**config.mk**
```make
export PLATFORM = sky130hd
export DESIGN_NAME = pfq_ctrl
export DESIGN_NICKNAME = d
export VERILOG_FILES = /design/src/rtl/pfq_pkg.sv /design/src/rtl/pfq_fifo.sv /design/src/rtl/pfq_fetch_seq.sv /design/src/rtl/pfq_ctrl.sv
export SDC_FILE = /design/constraint.sdc
export NUM_CORES = 1
export LEC_CHECK = 0
export BUFFER_PORTS_ARGS = -buffer_cell sky130_fd_sc_hd__buf_2
export CAP_MARGIN = 20
export CORE_MARGIN = 3
export CORE_UTILIZATION = 54
export DETAILED_ROUTE_END_ITERATION = 7
export PLACE_DENSITY = 0.81
export REMOVE_ABC_BUFFERS = 1
export SYNTH_ARGS = -nofsm -noshare
export SYNTH_HDL_FRONTEND = slang
export SYNTH_SLANG_ARGS = --single-unit
export TNS_END_PERCENT = 50
```
**constraint.sdc**
```tcl
create_clock -name clk -period 2.8 [get_ports clk]
set_clock_uncertainty 0.05 [all_clocks]
set_input_delay 0.56 -clock clk [delete_from_list [all_inputs] [get_ports clk]]
set_output_delay 0.56 -clock clk [all_outputs]
set_load 0.02 [all_outputs]
```
**src/rtl/pfq_pkg.sv**
```systemverilog
package pfq_pkg;
   localparam int SEG_W   = 16;
   localparam int OFF_W   = 16;
   localparam int PADDR_W = 20;
   localparam int WORD_W  = 16;
   localparam int BYTE_W  = 8;

   typedef enum logic [1:0] {
      BUS_IDLE = 2'd0,
      BUS_CODE = 2'd1,
      BUS_OPER = 2'd2
   } bus_st_e;

   // segment shifted by four plus the offset, wrapping at the address width
   function automatic logic [PADDR_W-1:0] phys_addr(input logic [SEG_W-1:0] seg,
                                                    input logic [OFF_W-1:0] off);
      return {seg, 4'h0} + PADDR_W'(off);
   endfunction
endpackage

```
**src/rtl/pfq_fifo.sv**
```systemverilog
module pfq_fifo #(
   parameter int DEPTH = 6,
   parameter int BW    = 8,
   localparam int PW   = (DEPTH > 1) ? $clog2(DEPTH) : 1,
   localparam int LW   = $clog2(DEPTH + 1)
) (
   input  logic          clk,
   input  logic          rst_n,
   input  logic          clear,
   input  logic          wr_en,
   input  logic          wr_two,
   input  logic [BW-1:0] wr_lo,
   input  logic [BW-1:0] wr_hi,
   input  logic          rd_en,
   output logic [BW-1:0] rd_data,
   output logic [LW-1:0] level
);
   logic [BW-1:0] mem [DEPTH];
   logic [PW-1:0] wp, rp, wp1, wp2, rp1;
   logic [1:0]    wcnt;

   // pointer stepping: free wrap for power-of-two depth, compare otherwise
   generate
      if ((DEPTH & (DEPTH - 1)) == 0) begin : g_pow2
         assign wp1 = wp + 1'b1;
         assign wp2 = wp1 + 1'b1;
         assign rp1 = rp + 1'b1;
      end else begin : g_wrap
         assign wp1 = (wp  == PW'(DEPTH - 1)) ? '0 : wp  + 1'b1;
         assign wp2 = (wp1 == PW'(DEPTH - 1)) ? '0 : wp1 + 1'b1;
         assign rp1 = (rp  == PW'(DEPTH - 1)) ? '0 : rp  + 1'b1;
      end
   endgenerate

   assign wcnt    = wr_en ? (wr_two ? 2'd2 : 2'd1) : 2'd0;
   assign rd_data = mem[rp];

   always_ff @(posedge clk or negedge rst_n) begin
      if (!rst_n) begin
         wp    <= '0;
         rp    <= '0;
         level <= '0;
      end else if (clear) begin
         wp    <= '0;
         rp    <= '0;
         level <= '0;
      end else begin
         if (wr_en) wp <= wr_two ? wp2 : wp1;
         if (rd_en) rp <= rp1;
         level <= level + LW'(wcnt) - LW'(rd_en);
      end
   end

   always_ff @(posedge clk) begin
      if (wr_en && !clear) begin
         mem[wp] <= wr_lo;
         if (wr_two) mem[wp1] <= wr_hi;
      end
   end
endmodule

```
**src/rtl/pfq_fetch_seq.sv**
```systemverilog
module pfq_fetch_seq
   import pfq_pkg::*;
#(
   parameter int                DEPTH    = 6,
   parameter logic [OFF_W-1:0]  RESET_IP = '0,
   localparam int               LW       = $clog2(DEPTH + 1)
) (
   input  logic               clk,
   input  logic               rst_n,
   input  logic [SEG_W-1:0]   cs_i,
   input  logic               branch_i,
   input  logic [OFF_W-1:0]   br_ip_i,
   input  logic               opr_req_i,
   input  logic [LW-1:0]      level_i,
   input  logic               bus_done_i,
   input  logic [WORD_W-1:0]  bus_rdata_i,
   output bus_st_e            st_o,
   output logic [PADDR_W-1:0] fetch_addr_o,
   output logic               fetch_byte_o,
   output logic               q_wr_en_o,
   output logic               q_wr_two_o,
   output logic [BYTE_W-1:0]  q_wr_lo_o,
   output logic [BYTE_W-1:0]  q_wr_hi_o
);
   bus_st_e            st;
   logic [OFF_W-1:0]   ip_q;
   logic [PADDR_W-1:0] fa_q;
   logic               odd_q;
   logic               drop_q;
   logic               room;
   logic               accept;

   assign room   = level_i <= LW'(DEPTH - 2);
   assign accept = (st == BUS_CODE) && bus_done_i && !drop_q && !branch_i;

   always_ff @(posedge clk or negedge rst_n) begin
      if (!rst_n) begin
         st     <= BUS_IDLE;
         ip_q   <= RESET_IP;
         fa_q   <= '0;
         odd_q  <= 1'b0;
         drop_q <= 1'b0;
      end else begin
         case (st)
            BUS_IDLE: begin
               if (opr_req_i) begin
                  st <= BUS_OPER;
               end else if (!branch_i && room) begin
                  st    <= BUS_CODE;
                  fa_q  <= phys_addr(cs_i, ip_q);
                  odd_q <= ip_q[0];
               end
            end
            BUS_CODE: if (bus_done_i) st <= BUS_IDLE;
            BUS_OPER: if (bus_done_i) st <= BUS_IDLE;
            default:  st <= BUS_IDLE;
         endcase

         if (st == BUS_CODE) begin
            if (bus_done_i)    drop_q <= 1'b0;
            else if (branch_i) drop_q <= 1'b1;
         end

         if (branch_i)    ip_q <= br_ip_i;
         else if (accept) ip_q <= ip_q + (odd_q ? OFF_W'(1) : OFF_W'(2));
      end
   end

   assign st_o         = st;
   assign fetch_addr_o = fa_q;
   assign fetch_byte_o = odd_q;
   assign q_wr_en_o    = accept;
   assign q_wr_two_o   = !odd_q;
   assign q_wr_lo_o    = odd_q ? bus_rdata_i[15:8] : bus_rdata_i[7:0];
   assign q_wr_hi_o    = bus_rdata_i[15:8];
endmodule

```
**src/rtl/pfq_ctrl.sv**
```systemverilog
module pfq_ctrl
   import pfq_pkg::*;
#(
   parameter int               DEPTH    = 6,
   parameter logic [OFF_W-1:0] RESET_IP = '0,
   localparam int              LW       = $clog2(DEPTH + 1)
) (
   input  logic               clk,
   input  logic               rst_n,
   input  logic [SEG_W-1:0]   cs_i,
   input  logic               branch_i,
   input  logic [OFF_W-1:0]   br_ip_i,
   input  logic               rd_req_i,
   output logic [BYTE_W-1:0]  rd_data_o,
   output logic               rd_valid_o,
   input  logic               opr_req_i,
   input  logic               opr_we_i,
   input  logic [PADDR_W-1:0] opr_addr_i,
   input  logic [WORD_W-1:0]  opr_wdata_i,
   output logic               opr_done_o,
   output logic [WORD_W-1:0]  opr_rdata_o,
   output logic               bus_req_o,
   output logic               bus_code_o,
   output logic               bus_byte_o,
   output logic               bus_we_o,
   output logic [PADDR_W-1:0] bus_addr_o,
   output logic [WORD_W-1:0]  bus_wdata_o,
   input  logic               bus_done_i,
   input  logic [WORD_W-1:0]  bus_rdata_i
);
   generate
      if (DEPTH < 2) begin : g_bad_depth
         $error("pfq_ctrl: DEPTH must hold at least one fetched word");
      end
      if (WORD_W != 2 * BYTE_W) begin : g_bad_word
         $error("pfq_ctrl: bus word must be two bytes");
      end
   endgenerate

   bus_st_e            st;
   logic [PADDR_W-1:0] fetch_addr;
   logic               fetch_byte;
   logic               q_wr_en, q_wr_two, q_rd_en;
   logic [BYTE_W-1:0]  q_wr_lo, q_wr_hi;
   logic [LW-1:0]      q_level;

   assign q_rd_en = rd_req_i && (q_level != '0) && !branch_i;

   pfq_fetch_seq #(.DEPTH(DEPTH), .RESET_IP(RESET_IP)) u_seq (
      .clk          (clk),
      .rst_n        (rst_n),
      .cs_i         (cs_i),
      .branch_i     (branch_i),
      .br_ip_i      (br_ip_i),
      .opr_req_i    (opr_req_i),
      .level_i      (q_level),
      .bus_done_i   (bus_done_i),
      .bus_rdata_i  (bus_rdata_i),
      .st_o         (st),
      .fetch_addr_o (fetch_addr),
      .fetch_byte_o (fetch_byte),
      .q_wr_en_o    (q_wr_en),
      .q_wr_two_o   (q_wr_two),
      .q_wr_lo_o    (q_wr_lo),
      .q_wr_hi_o    (q_wr_hi)
   );

   pfq_fifo #(.DEPTH(DEPTH), .BW(BYTE_W)) u_fifo (
      .clk     (clk),
      .rst_n   (rst_n),
      .clear   (branch_i),
      .wr_en   (q_wr_en),
      .wr_two  (q_wr_two),
      .wr_lo   (q_wr_lo),
      .wr_hi   (q_wr_hi),
      .rd_en   (q_rd_en),
      .rd_data (rd_data_o),
      .level   (q_level)
   );

   assign rd_valid_o  = q_level != '0;
   assign bus_req_o   = st != BUS_IDLE;
   assign bus_code_o  = st == BUS_CODE;
   assign bus_byte_o  = (st == BUS_CODE) && fetch_byte;
   assign bus_we_o    = (st == BUS_OPER) && opr_we_i;
   assign bus_addr_o  = (st == BUS_CODE) ? fetch_addr : opr_addr_i;
   assign bus_wdata_o = opr_wdata_i;
   assign opr_done_o  = (st == BUS_OPER) && bus_done_i;
   assign opr_rdata_o = bus_rdata_i;
endmodule

```
==> results.py, run 1 <==
metrics = {
    "floorplan": {
        "initial_core_util_pct": 55.7,
        "rows": 38,
        "core_area_um2": 10900,
        "die_w_um": 112,
        "die_y_um": 112,
        "io_pins": 157,
        "die_area_um2": 12600,
    },
    "logic_synthesis": {
        "synth-seq-area-share_pct": 43.4,
        "postSynthAreaPerCell_um2": 11.0,
        "yosysWarnings": 0,
        "syn_inst": 556,
        "synth_ff_type": "edfxtp_1",
        "synth_edf_count": 48,
        "yosys_register_bits": 96,
        "synthArstFlopShare_pct": 50.0,
        "syn_area_um2": 6090,
        "ys_types": 61,
    },
    "sta": {
        "fmax_mhz": 389,
        "relSlewSlack_pct": 50.4,
        "finalHoldViolations": 0,
        "setup_viol": 0,
        "rsz0062_at_grt": "no",
        "setup_tns_ns": 0,
        "min_period_over_period_pct": 91.9,
        "drv_slew": 0,
        "period_minus_slack_ns": 2.57,
        "tightest_slew_ns": 0.745,
    },
    "worst_setup_path": {
        "r2r_cells": 9,
        "r2r-end": "u_fifo.level[2]$_DFF_PN0_",
        "critPathKind": "reg2out",
        "worstPathMaxFanout": 11,
        "rr_startpoint": "u_seq.st_o[1]$_DFFE_PN0P_",
        "arrival_ns": 1.96,
        "cp-start-kind": "flip-flop",
        "worstPathRequired_ns": 2.19,
        "worst-r2r-setup-slack_ns": 0.37,
        "critPathCaptureType": "output port",
    },
    "global_routing": {
        "grt_pass1_wl_um": 22700,
        "track_usage_pct": 22.1,
        "overflow": 0,
        "grt_pass1_vias": 4705,
        "grt_max_degree": 33,
        "antenna_found_initial": 0,
    },
    "finish": {
        "fill_cells": 867,
        "fin_nets": 767,
        "layout-drive-gt1-share_pct": 31.2,
        "area_growth_pct": 14.4,
        "multi_input_area_um2": 3040,
        "antenna_cells": 0,
        "post-route-util_pct": 63.7,
        "seqCellArea_um2": 2640,
    },
    "power_and_ir_drop": {
        "pwr-share-clk_pct": 24.3,
        "irDropWorstVdd_mv": 0.368,
        "switching_share_pct": 36.8,
        "p_per_area_nw_per_um2": 736,
        "p_seq_share_pct": 37.0,
        "p_int_mw": 3.24,
        "switchingPower_mw": 1.89,
        "p_leak_nw": 2.93,
        "combPwrFrac_pct": 38.7,
        "total_power_mw": 5.13,
    },
    "detailed_routing": {
        "vias": 4585,
        "drc_errors": 0,
        "drt-vias-per-instance": 5.75,
        "detail-route-antenna-nets": 0,
        "firstDrtPassIters": 5,
        "wire_per_inst_um": 16.9,
        "first_iter_violations": 274,
        "wirelength_um": 13500,
    },
    "place": {
        "io_buffers": 124,
        "dpl.hpwl_um": 10000,
        "gp_congestion": 0.875,
    },
    "clock_tree": {
        "clock_latency_ns": 0.34,
        "cts_tree": "yes",
        "cts.path.max_buffers": 2,
        "postCtsSetupRepairBufs": 0,
        "cts_root_buf": "clkbuf_16",
        "clkTransAtPathRegs_ns": 0.07,
        "cts_buffers": 9,
        "clock-sinks": 96,
        "htree_levels": 3,
    },
    "run": {
        "drv_cap": 0,
    },
    "hold_path": {
        "worstHoldPathCells": 2,
        "whs_endpoint": "u_seq.drop_q$_DFFE_PN0P_",
        "min_from": "bus_done_i",
        "hp-class": "in2reg",
    },
    "run_status": {
        "status": "finished, final reports clean",
    },
}
-- state kept, by name, indices dropped and copies added (netlist names) --
register / flops
u_seq.st_o: 2
u_seq.drop_q: 1
u_fifo.wp: 3
u_seq.fetch_addr_o: 20
u_fifo.rp: 3
u_fifo.level: 3
u_seq.ip_q: 16
u_fifo.mem: 48
-- stage by stage --
step / worst slack [ns] / std cells / hold slack, ns / cell area [µm²]
3_5_place_dp: 0.210 / 781 / 0.331 / 6650
2_1_floorplan: -0.473 / 500 / 0.214 / 5730
5_1_grt: 0.0820 / 798 / 0.379 / 6970
3_3_place_gp: 0.282 / 781 / 0.325 / 6650
6_report: 0.228 / 798 / 0.385 / 6970
4_1_cts: 0.208 / 798 / 0.377 / 6970
-- routing by layer --
layer  global-route usage (%)  vias to the layer above  share of wire (%)
met4                     4.65                        0                1.5
li1                         -                     2183                  -
met2                     38.8                      189                 50
met5                        0                        -                  0
met3                     5.93                       19                7.6
met1                     27.5                     2194                 41
-- area by class of cell --
type,count,share of cell area [%]
Multi-Input combinational cell,391,43.6
Clock inverter,7,1.17
Inverter,13,0.700
Clock buffer,9,3.23
Sequential cell,96,37.9
Timing Repair Buffer,142,10.9
Tap cell,140,2.51
-- cell families (layout without fill, tap and decap cells) --
family	Yosys count	in the layout	synth area share [%]
AND/OR/NAND/NOR	155	155	12.6
AO/OA/AOI/OAI	102	102	11.8
flip-flops	96	96	43.4
multiplexers	86	86	16.8
buffers and inverters	69	171	6.76
XOR/XNOR	25	25	3.59
adder cells (fa/ha/maj)	23	23	5.09
-- worst max-delay path, cell delays in order (launching register included) --
cell	delay [ns]
dfrtp_1	0.66
inv_1	0.16
nor2_1	0.29
a22o_1	0.18
nand2_1	0.06
o221ai_1	0.08
buf_2	0.20
-- timing repair --
action / 4_1_cts / 5_1_grt
hold buffers: 1 / 0
setup endpoints to repair: 0 / 0
resized for setup: 0 / 0
endpoints found under the hold margin: 3 / 0
-- placed cells by master, fill, tap and decap left out, types with 5 or more instances in the layout --
cell,instances
and2_1,7
clkbuf_16,9
a31oi_1,5
nor3_1,11
mux2_2,21
o21ai_1,24
nand3_1,8
dfrtp_1,48
inv_1,11
nand2_1,63
a21oi_1,27
or3_1,5
mux4_2,6
buf_2,124
buf_4,17
and3_1,5
mux2_1,47
mux2i_1,12
ha_1,20
nand4_1,7
edfxtp_1,48
xnor2_1,7
nor2_1,31
xor2_1,18
o21ai_0,10
-- Yosys cell counts (all sizes together) (8+ instances only) --
| library cell | instances | area share [%] |
|---|---|---|
| a21oi | 30 | 2.8 |
| a31oi | 9 | 1.9 |
| buf | 45 | 5.3 |
| clkbuf | 11 | 0.68 |
| dfrtp | 48 | 20 |
| edfxtp | 48 | 24 |
| ha | 20 | 4.1 |
| inv | 12 | 0.74 |
| mux2 | 68 | 13 |
| mux2i | 12 | 2.0 |
| nand2 | 63 | 3.9 |
| nand3 | 8 | 0.66 |
| nor2 | 34 | 2.5 |
| nor3 | 12 | 1.2 |
| o21ai | 34 | 2.8 |
| xor2 | 18 | 2.6 |
-- worst max-delay path by stage --
stage                     slack (ns)                            endpoint  depth (start not counted)                       from
final                           0.23                        rd_data_o[4]                          6   u_fifo.rp[1]$_DFFE_PN0P_
after global routing            0.08                        rd_data_o[0]                          6   u_fifo.rp[1]$_DFFE_PN0P_
after floorplan                -0.47          u_fifo.mem[1][0]$_DFFE_PP_                          6  u_seq.st_o[1]$_DFFE_PN0P_
after global placement          0.28  u_seq.fetch_addr_o[16]$_DFFE_PN0P_                          8                    cs_i[0]
after CTS                       0.21                        rd_data_o[4]                          6   u_fifo.rp[1]$_DFFE_PN0P_
after detailed placement        0.21  u_seq.fetch_addr_o[16]$_DFFE_PN0P_                          8                    cs_i[0]
-- power by group through the flow --
stage	sequential (mW)	combinational [mW]	clock, mW
after floorplan	1.93	1.35	0
after global placement	1.91	1.92	0
after detailed placement	1.92	2.00	0
after CTS	1.90	2.01	1.26
after global routing	1.93	2.19	1.33
final	1.90	1.99	1.25
Note: power is estimated with default switching activity, not from simulation.
==> run 2, diff against run 1 <==
--- a/constraint.sdc
+++ b/constraint.sdc
@@ -3,3 +3,3 @@
 set_input_delay 0.56 -clock clk [delete_from_list [all_inputs] [get_ports clk]]
 set_output_delay 0.56 -clock clk [all_outputs]
-set_load 0.02 [all_outputs]
+set_load 0.005 [all_outputs]
==> run 2 against run 1 <==
Critical path depth did not move; critical endpoint unchanged; total power down 4.1%; largest cell class unchanged; cell area fell by 0.22%; global-route usage fell by 0.073 points; sequential cell count unchanged; register-to-register slack better by 0.05 ns; fmax grew 3.5%; non-clock buffer count unchanged; final cell count down 0.13%; combinational power shrank 9.5%; largest power group is now sequential cells.
==> results.py, run 2 (synthesized netlist as in run 1, its figures left out) <==
metrics = {
    "run_status": {
        "status": "finished, final reports clean",
    },
    "clock_tree": {
        "cts_buffers": 9,
        "cts.path.max_buffers": 2,
        "htree_levels": 3,
        "clkTransAtPathRegs_ns": 0.06,
        "postCtsSetupRepairBufs": 0,
        "cts_tree": "yes",
        "clock-sinks": 96,
        "clock_latency_ns": 0.34,
        "cts_root_buf": "clkbuf_16",
    },
    "power_and_ir_drop": {
        "p_leak_nw": 2.91,
        "irDropWorstVdd_mv": 0.317,
        "pwr-share-clk_pct": 24.8,
        "switchingPower_mw": 1.63,
        "p_seq_share_pct": 38.6,
        "switching_share_pct": 33.1,
        "combPwrFrac_pct": 36.6,
        "p_int_mw": 3.29,
        "p_per_area_nw_per_um2": 707,
    },
    "finish": {
        "final_cell_mix": "124 x buf_2, 63 x nand2_1, 48 x dfrtp_1, 48 x edfxtp_1, 47 x mux2_1",
        "fin_cells": 797,
        "largest_reg_flops": 48,
        "post-route-util_pct": 63.6,
        "fin_nets": 767,
        "final_common_cell": "buf_2",
        "antenna_cells": 0,
        "area_growth_pct": 14.1,
        "largest_register": "u_fifo.mem",
        "layout-drive-gt1-share_pct": 30.9,
    },
    "global_routing": {
        "grt_max_degree": 33,
        "grt_pass1_wl_um": 22500,
        "antenna_found_initial": 0,
        "grt_pass1_vias": 4613,
        "overflow": 0,
        "track_usage_pct": 22.0,
    },
    "worst_setup_path": {
        "r2r-end": "u_fifo.level[2]$_DFF_PN0_",
        "r2r_cells": 9,
        "arrival_ns": 1.87,
        "critPathKind": "reg2out",
        "worstPathRequired_ns": 2.19,
        "cp-start-kind": "flip-flop",
        "slowest_stage": "dfrtp_1",
        "critPathCaptureType": "output port",
        "crit_chain": "inv_1, nor2_1, a22o_1, nand2_1, o221ai_1, buf_2",
        "worst-r2r-setup-slack_ns": 0.42,
        "slowest_delay_ns": 0.67,
        "crit_end": "rd_data_o[4]",
        "crit_start": "u_fifo.rp[1]$_DFFE_PN0P_",
        "worstPathMaxFanout": 11,
        "rr_startpoint": "u_seq.st_o[1]$_DFFE_PN0P_",
    },
    "sta": {
        "rsz0062_at_grt": "no",
        "period_minus_slack_ns": 2.48,
        "setup_viol": 0,
        "setup_tns_ns": 0,
        "holdWs_ns": 0.389,
        "setup_ws_ns": 0.316,
        "finalHoldViolations": 0,
        "drv_slew": 0,
        "min_period_over_period_pct": 88.7,
        "relSlewSlack_pct": 58.6,
        "fmax_mhz": 403,
        "tightest_slew_ns": 0.620,
    },
    "floorplan": {
        "die_w_um": 112,
        "die_y_um": 112,
        "core_area_um2": 10900,
        "die_area_um2": 12600,
        "rows": 38,
        "io_pins": 157,
        "initial_core_util_pct": 55.7,
    },
    "detailed_routing": {
        "wire_per_inst_um": 17.1,
        "vias": 4550,
        "firstDrtPassIters": 4,
        "detail-route-antenna-nets": 0,
        "drc_errors": 0,
        "first_iter_violations": 200,
        "drt-vias-per-instance": 5.71,
        "wirelength_um": 13600,
    },
    "place": {
        "io_buffers": 124,
        "dp_cells": 781,
        "place_ws_ns": 0.198,
        "gp_congestion": 0.879,
        "dpl.hpwl_um": 10300,
    },
    "run": {
        "drv_cap": 0,
    },
    "hold_path": {
        "hp-class": "in2reg",
    },
}
==> run 2: cell types whose count changed in the layout (fill, tap and decap cells not counted) <==
cell and delta:
inv_8 -2, clkinv_8 -2, clkinv_4 -1, clkinvlp_4 +2
bufinv_16 +1, clkinv_1 +1
==> run 2: final cells by class <==
type	instances	area (µm²)
well taps	140	175
multi-input cells	391	3040
flip-flops and latches	96	2640
fillers	868	3980
inverters	13	48.8
clock buffers	9	225
clock inverters	6	66.3
repair buffers	142	758
==> run 2: worst min path at each step <==
stage / startpoint / to / slack [ns] / depth (start not counted)
floorplan: rst_n / u_fifo.level[0]$_DFF_PN0_ / 0.21 / 0
global placement: rst_n / u_seq.fetch_addr_o[19]$_DFFE_PN0P_ / 0.33 / 1
detailed placement: rst_n / u_seq.fetch_addr_o[19]$_DFFE_PN0P_ / 0.33 / 1
CTS: bus_done_i / u_seq.drop_q$_DFFE_PN0P_ / 0.38 / 2
global route: br_ip_i[14] / u_seq.ip_q[14]$_DFFE_PN0P_ / 0.40 / 3
finish: bus_done_i / u_seq.drop_q$_DFFE_PN0P_ / 0.39 / 2
==> run 2: metal layers <==
metal  global-route usage [%]  wire length (µm)  share of wire (%)
met4                     5.45               183                1.3
met2                     38.2              6880                 51
met1                     28.1              5510                 40
met3                     4.91              1040                7.6
met5                        0                 0                  0
==> run 2: metrics by stage <==
stage	instance area, µm²	power, mW
finish	6960	4.92
global placement	6650	3.65
CTS	6960	4.96
global route	6960	5.23
floorplan	5730	3.11
detailed placement	6650	3.74
==> run 2: worst max-delay path, delay by kind of cell, from the launching register on <==
family | cells | cell delay [ns]
buf+inv | 2 | 0.32
flops | 1 | 0.67
simple gates | 2 | 0.31
compound gates | 2 | 0.26
==> run 2: repair_timing <==
item                                   in CTS  in global routing
endpoints found under the hold margin       3                  0
hold buffers                                1                  0
resized for setup                           0                  0
==> run 2: power groups by stage <==
stage / sequential (mW) / combinational, mW / clock (mW)
after global placement: 1.91 / 1.73 / 0
after floorplan: 1.93 / 1.18 / 0
after global routing: 1.92 / 2.00 / 1.31
after detailed placement: 1.92 / 1.81 / 0
after CTS: 1.90 / 1.82 / 1.24
final: 1.90 / 1.80 / 1.22
==> run 3, diff against run 2 <==
==> constraint.sdc (replaced) <==
create_clock -name clk -period 2.8 [get_ports clk]
set_clock_uncertainty 0.05 [all_clocks]
set_input_delay 0.56 -clock clk [delete_from_list [all_inputs] [get_ports clk]]
set_output_delay 0.56 -clock clk [all_outputs]
set_load 0.01 [all_outputs]
==> run 3 against run 2 <==
Die area stayed put; largest cell class unchanged; critical endpoint unchanged; sequential power hardly changed; cell area grew 0.22%; routed wire length increased by 1.1%; worst setup slack worse by 0.071 ns.
==> results.py, run 3 (synthesized netlist as in run 1, its figures left out) <==
metrics = {
    "run_status": {
        "status": "finished, final reports clean",
    },
    "place": {
        "dpl.hpwl_um": 10300,
        "io_buffers": 124,
        "gp_congestion": 0.879,
        "dp_cells": 781,
    },
    "worst_setup_path": {
        "slowest_stage": "dfrtp_1",
        "worstPathMaxFanout": 11,
        "worstPathRequired_ns": 2.19,
        "rr_startpoint": "u_seq.st_o[1]$_DFFE_PN0P_",
        "critPathKind": "reg2out",
        "critPathCaptureType": "output port",
        "slowest_delay_ns": 0.68,
        "cp-start-kind": "flip-flop",
        "crit_chain": "inv_1, nor2_1, a22o_1, nand2_1, o221ai_1, buf_2",
        "crit_start": "u_fifo.rp[1]$_DFFE_PN0P_",
        "arrival_ns": 1.94,
    },
    "clock_tree": {
        "postCtsSetupRepairBufs": 0,
        "cts_buffers": 9,
        "cts.path.max_buffers": 2,
        "clkTransAtPathRegs_ns": 0.07,
        "cts_root_buf": "clkbuf_16",
        "clock-sinks": 96,
        "htree_levels": 3,
        "clock_latency_ns": 0.33,
        "cts_tree": "yes",
    },
    "floorplan": {
        "core_area_um2": 10900,
        "rows": 38,
        "io_pins": 157,
        "die_y_um": 112,
        "initial_core_util_pct": 55.7,
        "die_w_um": 112,
        "die_area_um2": 12600,
    },
    "hold_path": {
        "min_from": "bus_done_i",
        "hp-class": "in2reg",
    },
    "finish": {
        "largest_reg_flops": 48,
        "antenna_cells": 0,
        "final_common_cell": "buf_2",
        "largest_register": "u_fifo.mem",
        "area_growth_pct": 14.4,
        "fin_nets": 767,
        "layout-drive-gt1-share_pct": 31.2,
        "final_cell_mix": "124 x buf_2, 63 x nand2_1, 48 x dfrtp_1, 48 x edfxtp_1, 47 x mux2_1",
        "fin_cells": 798,
        "post-route-util_pct": 63.7,
    },
    "detailed_routing": {
        "drc_errors": 0,
        "drt-vias-per-instance": 5.70,
        "vias": 4549,
        "wire_per_inst_um": 17.2,
        "detail-route-antenna-nets": 0,
        "firstDrtPassIters": 4,
        "wirelength_um": 13800,
        "first_iter_violations": 207,
    },
    "run": {
        "drv_cap": 0,
    },
    "sta": {
        "tightest_slew_ns": 0.654,
        "fmax_mhz": 391,
        "drv_slew": 0,
        "finalHoldViolations": 0,
        "setup_viol": 0,
        "period_minus_slack_ns": 2.55,
        "setup_tns_ns": 0,
        "rsz0062_at_grt": "no",
        "min_period_over_period_pct": 91.2,
        "relSlewSlack_pct": 56.4,
    },
    "global_routing": {
        "grt_pass1_vias": 4678,
        "track_usage_pct": 22.2,
        "grt_pass1_wl_um": 22800,
        "antenna_found_initial": 0,
        "grt_max_degree": 33,
        "overflow": 0,
    },
    "power_and_ir_drop": {
        "p_per_area_nw_per_um2": 723,
        "irDropWorstVdd_mv": 0.419,
        "p_leak_nw": 2.93,
    },
}
## run 3: cell count changes in the layout (fill, tap and decap cells not counted), sizes merged
cell      delta
clkinvlp     -2
inv          +3
## run 3: layer usage
layer	track usage, %	share of wire (%)	vias to the layer above
met5	0	0	-
met2	38.3	51	171
li1	-	-	2176
met1	27.8	41	2187
met4	6.81	0.99	0
met3	5.07	7.4	15
## run 3: path summary, 6_finish.rpt
check,slack (ns),end,cells past startpoint
min reg2reg,0.42,u_seq.fetch_addr_o[3]$_DFFE_PN0P_,2
min,0.39,u_seq.drop_q$_DFFE_PN0P_,2
max reg2reg,0.41,u_fifo.level[2]$_DFF_PN0_,9
max in group asynchronous,1.69,u_fifo.wp[1]$_DFFE_PN0P_,3
max,0.25,rd_data_o[4],6
min in group asynchronous,0.51,u_seq.fetch_addr_o[19]$_DFFE_PN0P_,2
## run 3: final cells by class
type                       count  area, µm²
clock buffer                   9        225
clock inverter                 7       81.3
fill                         883       3970
inverter                      13       48.8
multi-input combinational    391       3040
sequential                    96       2640
tap                          140        175
timing repair buffer         142        758
## run 3: report_power, final
group	switching (mW)	internal (mW)
Sequential	0.152	1.75
Combinational	1.00	0.855
Clock	0.572	0.711
## run 3: worst max-delay path, delay by kind of cell, from the launching register on
| family | cells | cell delay, ns |
|---|---|---|
| buffers and inverters | 2 | 0.33 |
| and+or+nand+nor | 2 | 0.34 |
| DFF | 1 | 0.68 |
| AOI/OAI and AO/OA | 2 | 0.26 |
## run 3: timing repair
item,4_1_cts,5_1_grt
hold endpoints to repair,3,0
resized for setup,0,0
hold buffers,1,0
## run 3: stage by stage
stage	instance area, µm²	setup slack (ns)	total power, mW	hold WS, ns
after CTS	6970	0.259	5.08	0.381
after global routing	6970	0.107	5.35	0.393
after global placement	6650	0.302	3.71	0.326
final	6970	0.245	5.04	0.389
after detailed placement	6650	0.203	3.79	0.330
after floorplan	5730	-0.384	3.17	0.214
